$ cat config.mk
export PLATFORM = sky130hd
export DESIGN_NAME = rate_switch_ctrl
export DESIGN_NICKNAME = d
export VERILOG_FILES = /design/src/rtl/rate_pkg.sv /design/src/rtl/rate_req_sampler.sv /design/src/rtl/rate_code_decoder.sv /design/src/rtl/rate_settle_ctrl.sv /design/src/rtl/rate_switch_ctrl.sv
export SDC_FILE = /design/constraint.sdc
export NUM_CORES = 1
export LEC_CHECK = 0
export ABC_AREA = 1
export CORE_AREA = 4 4 58 60
export DETAILED_ROUTE_END_ITERATION = 7
export DIE_AREA = 0 0 62 64
export DONT_BUFFER_PORTS = 1
export HOLD_SLACK_MARGIN = 0.15
export SLEW_MARGIN = 20
export SYNTH_ARGS = -nofsm -noshare
export SYNTH_HDL_FRONTEND = slang
export SYNTH_SLANG_ARGS = --single-unit
$ cat constraint.sdc
create_clock -name clk -period 1.6 [get_ports clk]
set_clock_uncertainty 0.2 [all_clocks]
set_input_delay 0.32 -clock clk [delete_from_list [all_inputs] [get_ports clk]]
set_output_delay 0.32 -clock clk [all_outputs]
set_load 0.02 [all_outputs]
$ cat src/rtl/rate_pkg.sv
package rate_pkg;

    // Number of valid samples held by the request sampler since reset.
    typedef enum logic [1:0] {
        FILL_NONE = 2'd0,
        FILL_ONE  = 2'd1,
        FILL_TWO  = 2'd2,
        FILL_FULL = 2'd3
    } fill_e;

    function automatic fill_e fill_next(fill_e f);
        case (f)
            FILL_NONE: return FILL_ONE;
            FILL_ONE:  return FILL_TWO;
            default:   return FILL_FULL;
        endcase
    endfunction

endpackage

$ cat src/rtl/rate_req_sampler.sv
module rate_req_sampler
    import rate_pkg::*;
#(
    parameter int CODE_W = 3
) (
    input  logic              clk,
    input  logic              rst_n,
    input  logic              req_async,
    input  logic [CODE_W-1:0] req_in,
    output logic [CODE_W-1:0] cand,
    output logic              cand_vld
);

    typedef struct packed {
        logic [CODE_W-1:0] s1;
        logic [CODE_W-1:0] s2;
        logic [CODE_W-1:0] s3;
        fill_e             fill;
    } smp_t;

    smp_t smp_q, smp_d;

    always_comb begin
        smp_d      = smp_q;
        smp_d.s1   = req_in;
        smp_d.s2   = smp_q.s1;
        smp_d.s3   = smp_q.s2;
        smp_d.fill = fill_next(smp_q.fill);
    end

    always_ff @(posedge clk) begin
        if (!rst_n) begin
            smp_q <= '0;
        end else begin
            smp_q <= smp_d;
        end
    end

    // Synchronous mode: one capture stage is enough.
    // Asynchronous mode: two synchronizer stages plus a stability compare.
    always_comb begin
        if (req_async) begin
            cand     = smp_q.s2;
            cand_vld = (smp_q.fill == FILL_FULL) && (smp_q.s2 == smp_q.s3);
        end else begin
            cand     = smp_q.s1;
            cand_vld = (smp_q.fill != FILL_NONE);
        end
    end

endmodule

$ cat src/rtl/rate_code_decoder.sv
module rate_code_decoder #(
    parameter int CODE_W = 3,
    parameter int DIV_W  = 4,
    parameter int N_POW  = 4
) (
    input  logic [CODE_W-1:0] code,
    input  logic [DIV_W-1:0]  dflt,
    output logic [DIV_W-1:0]  div,
    output logic              keep
);

    localparam int TOP_CODE = N_POW;

    always_comb begin
        div  = dflt;
        keep = 1'b1;
        if (code == '0) begin
            keep = 1'b0;
        end
        for (int k = 1; k <= TOP_CODE; k++) begin
            if (code == CODE_W'(k)) begin
                div  = DIV_W'(1) << (k - 1);
                keep = 1'b0;
            end
        end
    end

endmodule

$ cat src/rtl/rate_settle_ctrl.sv
module rate_settle_ctrl #(
    parameter int CODE_W = 3,
    parameter int DIV_W  = 4,
    parameter int SETTLE = 3
) (
    input  logic              clk,
    input  logic              rst_n,
    input  logic [CODE_W-1:0] cand,
    input  logic              cand_vld,
    input  logic [DIV_W-1:0]  dec_div,
    input  logic              dec_keep,
    output logic [DIV_W-1:0]  div_out,
    output logic              busy,
    output logic              done,
    output logic              seeded
);

    localparam int CNT_W = (SETTLE < 1) ? 1 : $clog2(SETTLE + 1);

    typedef struct packed {
        logic [CODE_W-1:0] cur;
        logic [DIV_W-1:0]  div;
        logic [CNT_W-1:0]  cnt;
        logic              busy;
        logic              done;
        logic              seeded;
    } ctl_t;

    localparam ctl_t CTL_RST = '{
        cur:    '0,
        div:    DIV_W'(1),
        cnt:    '0,
        busy:   1'b0,
        done:   1'b0,
        seeded: 1'b0
    };

    ctl_t ctl_q, ctl_d;

    always_comb begin
        ctl_d      = ctl_q;
        ctl_d.done = 1'b0;
        if (!ctl_q.seeded) begin
            // First valid sample after reset becomes the baseline.
            if (cand_vld) begin
                ctl_d.seeded = 1'b1;
                ctl_d.cur    = cand;
                if (!dec_keep) begin
                    ctl_d.div = dec_div;
                end
            end
        end else if (cand_vld && (cand != ctl_q.cur)) begin
            // New or restarted transition; a change wins over expiry.
            ctl_d.cur  = cand;
            ctl_d.busy = 1'b1;
            ctl_d.cnt  = CNT_W'(SETTLE);
            if (!dec_keep) begin
                ctl_d.div = dec_div;
            end
        end else if (ctl_q.busy) begin
            if (ctl_q.cnt == '0) begin
                ctl_d.busy = 1'b0;
                ctl_d.done = 1'b1;
            end else begin
                ctl_d.cnt = ctl_q.cnt - CNT_W'(1);
            end
        end
    end

    always_ff @(posedge clk) begin
        if (!rst_n) begin
            ctl_q <= CTL_RST;
        end else begin
            ctl_q <= ctl_d;
        end
    end

    assign div_out = ctl_q.div;
    assign busy    = ctl_q.busy;
    assign done    = ctl_q.done;
    assign seeded  = ctl_q.seeded;

endmodule

$ cat src/rtl/rate_switch_ctrl.sv
module rate_switch_ctrl #(
    parameter int CODE_W = 3,
    parameter int DIV_W  = 4,
    parameter int N_POW  = 4,
    parameter int SETTLE = 3
) (
    input  logic              clk,
    input  logic              rst_n,
    input  logic [CODE_W-1:0] rate_req,
    input  logic              req_async,
    input  logic [DIV_W-1:0]  dflt_div,
    output logic [DIV_W-1:0]  div_out,
    output logic              busy,
    output logic              done
);

    logic [CODE_W-1:0] cand;
    logic              cand_vld;
    logic [DIV_W-1:0]  dec_div;
    logic              dec_keep;
    logic              seeded;

    rate_req_sampler #(
        .CODE_W (CODE_W)
    ) u_sampler (
        .clk       (clk),
        .rst_n     (rst_n),
        .req_async (req_async),
        .req_in    (rate_req),
        .cand      (cand),
        .cand_vld  (cand_vld)
    );

    rate_code_decoder #(
        .CODE_W (CODE_W),
        .DIV_W  (DIV_W),
        .N_POW  (N_POW)
    ) u_decoder (
        .code (cand),
        .dflt (dflt_div),
        .div  (dec_div),
        .keep (dec_keep)
    );

    rate_settle_ctrl #(
        .CODE_W (CODE_W),
        .DIV_W  (DIV_W),
        .SETTLE (SETTLE)
    ) u_ctrl (
        .clk      (clk),
        .rst_n    (rst_n),
        .cand     (cand),
        .cand_vld (cand_vld),
        .dec_div  (dec_div),
        .dec_keep (dec_keep),
        .div_out  (div_out),
        .busy     (busy),
        .done     (done),
        .seeded   (seeded)
    );

endmodule

==> results of run 1 <==
-- critical path: stages (launching register included) --
cell and delay (ns):
dfxtp_4 0.38, inv_2 0.05, nand2_2 0.05, nand2_4 0.10, nand2_1 0.06, nand2_1 0.07
nand3_2 0.12, nand2_4 0.17, nand2_4 0.08, a21oi_2 0.14, nor2_1 0.05
-- final cells by class --
type | count | area, um^2
clock buffers | 4 | 26.3
fillers | 303 | 1480
inverters | 34 | 130
multi-input cells | 117 | 637
flip-flops and latches | 23 | 474
well taps | 33 | 41.3
repair buffers | 13 | 138
-- metrics by stage --
stage	cells	total power [uW]	setup WS [ns]
after floorplan	180	906	0.161
final	224	1250	0.0394
after detailed placement	207	919	0.00940
after global placement	207	912	0.0225
after CTS	222	1200	0.0137
after global routing	224	1350	-0.108
-- cell usage after synthesis (2+ instances only) --
master,count
nand2_1,58
nand4_1,2
buf_4,5
nand3_2,2
nor2_1,17
dfxtp_1,23
o21ai_0,4
nand3_1,10
inv_1,33
nand2_4,4
nand2_2,6
a21oi_1,7
-- flip-flops by register name (all words and copies together), names as in the netlist --
register,flops
u_ctrl.busy,1
u_ctrl.ctl_q,5
u_ctrl.div_out,4
u_ctrl.done,1
u_ctrl.seeded,1
u_sampler.smp_d,6
u_sampler.smp_q,5
-- repair_timing --
| action | in CTS | in global routing |
|---|---|---|
| endpoints found under the hold margin | 23 | 11 |
| gates resized for setup | 0 | 34 |
| endpoints found under the setup margin | 0 | 11 |
| buffers inserted | 0 | 1 |
-- logic make-up (layout without fill, tap and decap cells) --
logic type / after synthesis / count (layout)
simple gates: 102 / 103
buf+inv: 41 / 51
fa+ha+maj: 1 / 1
flops: 23 / 23
compound gates: 13 / 13
-- power breakdown --
| group | total (uW) | internal, uW | switching (uW) |
|---|---|---|---|
| clock network | 264 | 97.4 | 167 |
| registers | 678 | 619 | 58.8 |
| logic | 308 | 126 | 182 |
| total | 1250 | 843 | 408 |
-- layer usage --
metal	vias to the layer above	track usage, %	share of wire, %
li1	558	-	-
met1	475	14.2	42
met2	20	20.7	50
met3	5	4.65	6.1
met4	0	3.71	2.0
met5	-	0	0
-- path summary, 6_finish.rpt --
kind / to / cells past startpoint / from / slack, ns
min reg2reg: u_sampler.smp_q[0] / 2 / u_sampler.smp_q[1] / 0.29
min: u_ctrl.div_out[0] / 1 / rst_n / -0.11
max reg2reg: u_ctrl.ctl_q[3] / 10 / u_sampler.smp_d[2] / 0.04
max: u_ctrl.ctl_q[3] / 10 / u_sampler.smp_d[2] / 0.04
==> metrics.txt, run 1 <==
largest net degree at the start of global routing 23; total CTS buffers 3; Final nets 203; EDFF count, synth 0; TritonCTS sink count 23; Placer Congestion 0.807; placed inst area 1190 um^2; Worst Hold Class in2reg; Async SR Flop Fraction 0%; Synth Area in Compound Gates 5.87%; clock period minus final worst setup slack 1.56 ns; Reg clk slew, reported paths 0.12 ns; FF+latch count, synth 23; Final setup viols 0; antenna diode count 0; first-pass GRT wire length 3.82 mm; die width 62 um; Top Ports 16; Core ar. 2930 um^2; Peak VDD IR 0.720 mV; startpoint types flip-flop; Die Area 3970 um^2; fin util 49.4%; vias after detailed routing 1,058; total of warnings raised by yosys 0; CTS max path bufs 2; Syn Inst Count 180; Max Slew Vio Count 0; WHS -0.111 ns; Crit. End Element flip-flop; PortBufs 0; Core Rows 20; cell area after layout 1450 um^2; Setup TNS Final 0 ns; drt total wl 2.33 mm; Top FF cell, synth dfxtp_1; post-synthesis xor/xnor area fraction 0%; CTS tree yes; Synth Area in Simple Gates 39.4%; Synth Area in Adders 1.05%; largest family of logic cells by synthesized area simple AND/OR/NAND/NOR gates; final hold violation count 11; clock latency on the worst-skew pair 0.31 ns; Layout area overhead 21.2%; Initial Util 40.8%; Synth top area share 38.6%; leakage dissipation 0.000713 uW; DPL Wire Length 1.56 mm; commonest non-fill, non-tap cell in the layout nand2_1; Synth cell types 21; DR vias/cell 4.72; syn_area_per_cell 6.63 um^2; hold buffer count at CTS 11; antenna violations before repair 0; post-synth top area cell dfxtp_1; post-synthesis mux area share 0%; max frequency 0.641 GHz; Detailed Route Iter0 Violations 69; Rel. slew slack 79.4%; DRC Markers 0; Syn Nets 191; Slew @ Worst Pin 0.306 ns; antenna-violating nets left 0; status finished with violations; htree depth 1; register area share after synthesis 38.6%; required time worst endpoint 1.62 ns; grt ovf 0; overall routing resource usage 12.4%; crit path kind reg2reg; CTS Root Cell clkbuf_4; vias in the first global route 954; CP Max Fanout 5; WL/cell 10.4 um; Tcrit/Tclk final 97.5%; commonest cells after routing, fill and taps aside nand2_1, inv_1, nor2_1, dfxtp_1, dlygate4sd3_1; failing checks hold timing; Arrival @ worst endpoint 1.58 ns; Die Ht 64 um; max-capacitance violation count 0; First-pass DRT Iterations 4; RSZ-0062 raised after global routing yes; Pwr Density 865 nW/um^2; Cell Area, Synth 1190 um^2; Synth area leaders dfxtp_1, nand2_1, inv_1; share of layout cells above drive strength 1 24.1%
No activity file was read; power rests on OpenSTA's default activity.
==> run 2, diff against run 1 <==
MAX_ROUTING_LAYER = met4   (was unset)
==> run 2 against run 1 <==
- highest routed layer unchanged
- flip-flop and latch count did not move
- the flow still finishes with violations (hold timing)
- sequential power about the same
- register-to-register slack hardly changed
- die area unchanged
- power barely moved
- largest cell class unchanged
- non-clock buffer count did not move
- wire length unchanged
- fmax about the same
- sequential share of layout area stayed put
- largest power group unchanged
- final area did not move
- clock power hardly changed
==> metrics.txt, run 2 (synthesis results as in run 1) <==
Final setup viols 0; DR vias/cell 4.72; share of layout cells above drive strength 1 24.1%; Setup TNS Final 0 ns; RSZ-0062 raised after global routing yes; drt total wl 2.33 mm; status finished with violations; total CTS buffers 3; fillers 303; CP Max Fanout 5; vias after detailed routing 1,058; hold buffer count at CTS 11; leakage dissipation 0.000713 uW; Largest register FFs 6; antenna diode count 0; Top Ports 16; overall routing resource usage 12.7%; Tcrit/Tclk final 97.6%; largest stage delay on the critical path 0.38 ns; clock latency on the worst-skew pair 0.31 ns; FF/Latch Area 474 um^2; Rel. slew slack 79.4%; Reg clk slew, reported paths 0.12 ns; htree depth 1; Placer Congestion 0.819; die width 62 um; Inst Count DP 207; commonest non-fill, non-tap cell in the layout nand2_1; Max Slew Vio Count 0; crit-path cells inv_2 -> nand2_2 -> nand2_4 -> nand2_1 -> nand2_1 -> nand3_2 -> nand2_4 -> nand2_4 -> a21oi_2 -> nor2_1; Detailed Route Iter0 Violations 69; antenna violations before repair 0; final hold violation count 11; PortBufs 0; Slowest cell on crit path dfxtp_4; required time worst endpoint 1.62 ns; TritonCTS sink count 23; largest net degree at the start of global routing 23; clock period minus final worst setup slack 1.56 ns; antenna-violating nets left 0; WL/cell 10.4 um; Tot Pwr 1250 uW; Core ar. 2930 um^2; commonest cells after routing, fill and taps aside nand2_1, inv_1, nor2_1, dfxtp_1, dlygate4sd3_1; Die Ht 64 um; Core Rows 20; WHS -0.111 ns; max frequency 0.641 GHz; Die Area 3970 um^2; Initial Util 40.8%; Arrival @ worst endpoint 1.58 ns; crit path kind reg2reg; multi-input logic area 637 um^2; grt ovf 0; Layout area overhead 21.2%; max-capacitance violation count 0; DPL Wire Length 1.56 mm; first-pass GRT wire length 3.82 mm; Non-Filler Instances 224; Final nets 203; Worst Hold Class in2reg; CTS max path bufs 2; cell area after layout 1450 um^2; Pwr Density 865 nW/um^2; Crit. End Element flip-flop; First-pass DRT Iterations 4; placed inst area 1190 um^2; vias in the first global route 954; CTS Root Cell clkbuf_4; startpoint types flip-flop; CTS tree yes; Slew @ Worst Pin 0.306 ns; Top cell by count, worst path nand2_4; Peak VDD IR 0.720 mV; DRC Markers 0; fin util 49.4%; failing checks hold timing
[run 2: final cells by class]
type                    instances  area share (%)
clock buffers                   4            1.82
inverters                      34            9.00
multi-input cells             117            44.0
flip-flops and latches         23            32.8
well taps                      33            2.85
repair buffers                 13            9.52
[run 2: timing repair]
action / in CTS / in global routing
setup endpoints to repair: 0 / 11
buffers inserted: 0 / 1
resized for setup: 0 / 34
endpoints found under the hold margin: 23 / 11
[run 2: worst paths after layout]
path,start,end,slack (ns),cells past startpoint
worst max-delay path,u_sampler.smp_d[2],u_ctrl.ctl_q[3],0.04,10
worst min register to register,u_sampler.smp_q[1],u_sampler.smp_q[0],0.29,2
worst min-delay path,rst_n,u_ctrl.div_out[0],-0.11,1
worst max register to register,u_sampler.smp_d[2],u_ctrl.ctl_q[3],0.04,10
[run 2: critical path: cells and delay by family, from the launching register on]
family	cells	cell delay, ns
AO/OA/AOI/OAI	1	0.14
buffers and inverters	1	0.05
flip-flops	1	0.38
AND/OR/NAND/NOR	8	0.70
[run 2: report_power, final]
group | switching, uW | internal, uW
clock network | 167 | 97.4
registers | 58.8 | 619
logic | 182 | 126
[run 2: per-stage QoR]
stage	hold WS [ns]	setup slack [ns]
after CTS	-0.119	0.0137
after floorplan	0.218	0.161
after global routing	-0.140	-0.108
after global placement	0.207	0.0225
after detailed placement	0.211	0.00940
final	-0.111	0.0389
[run 2: layer usage]
metal / vias to the layer above / GRT usage, % / wire (um) / part of all wire [%]
met3: 5 / 4.65 / 143 / 6.2
li1: 558 / - / - / -
met4: 0 / 3.71 / 44 / 1.9
met2: 20 / 20.7 / 1160 / 50
met5: - / - / 0 / 0
met1: 475 / 14.2 / 980 / 42
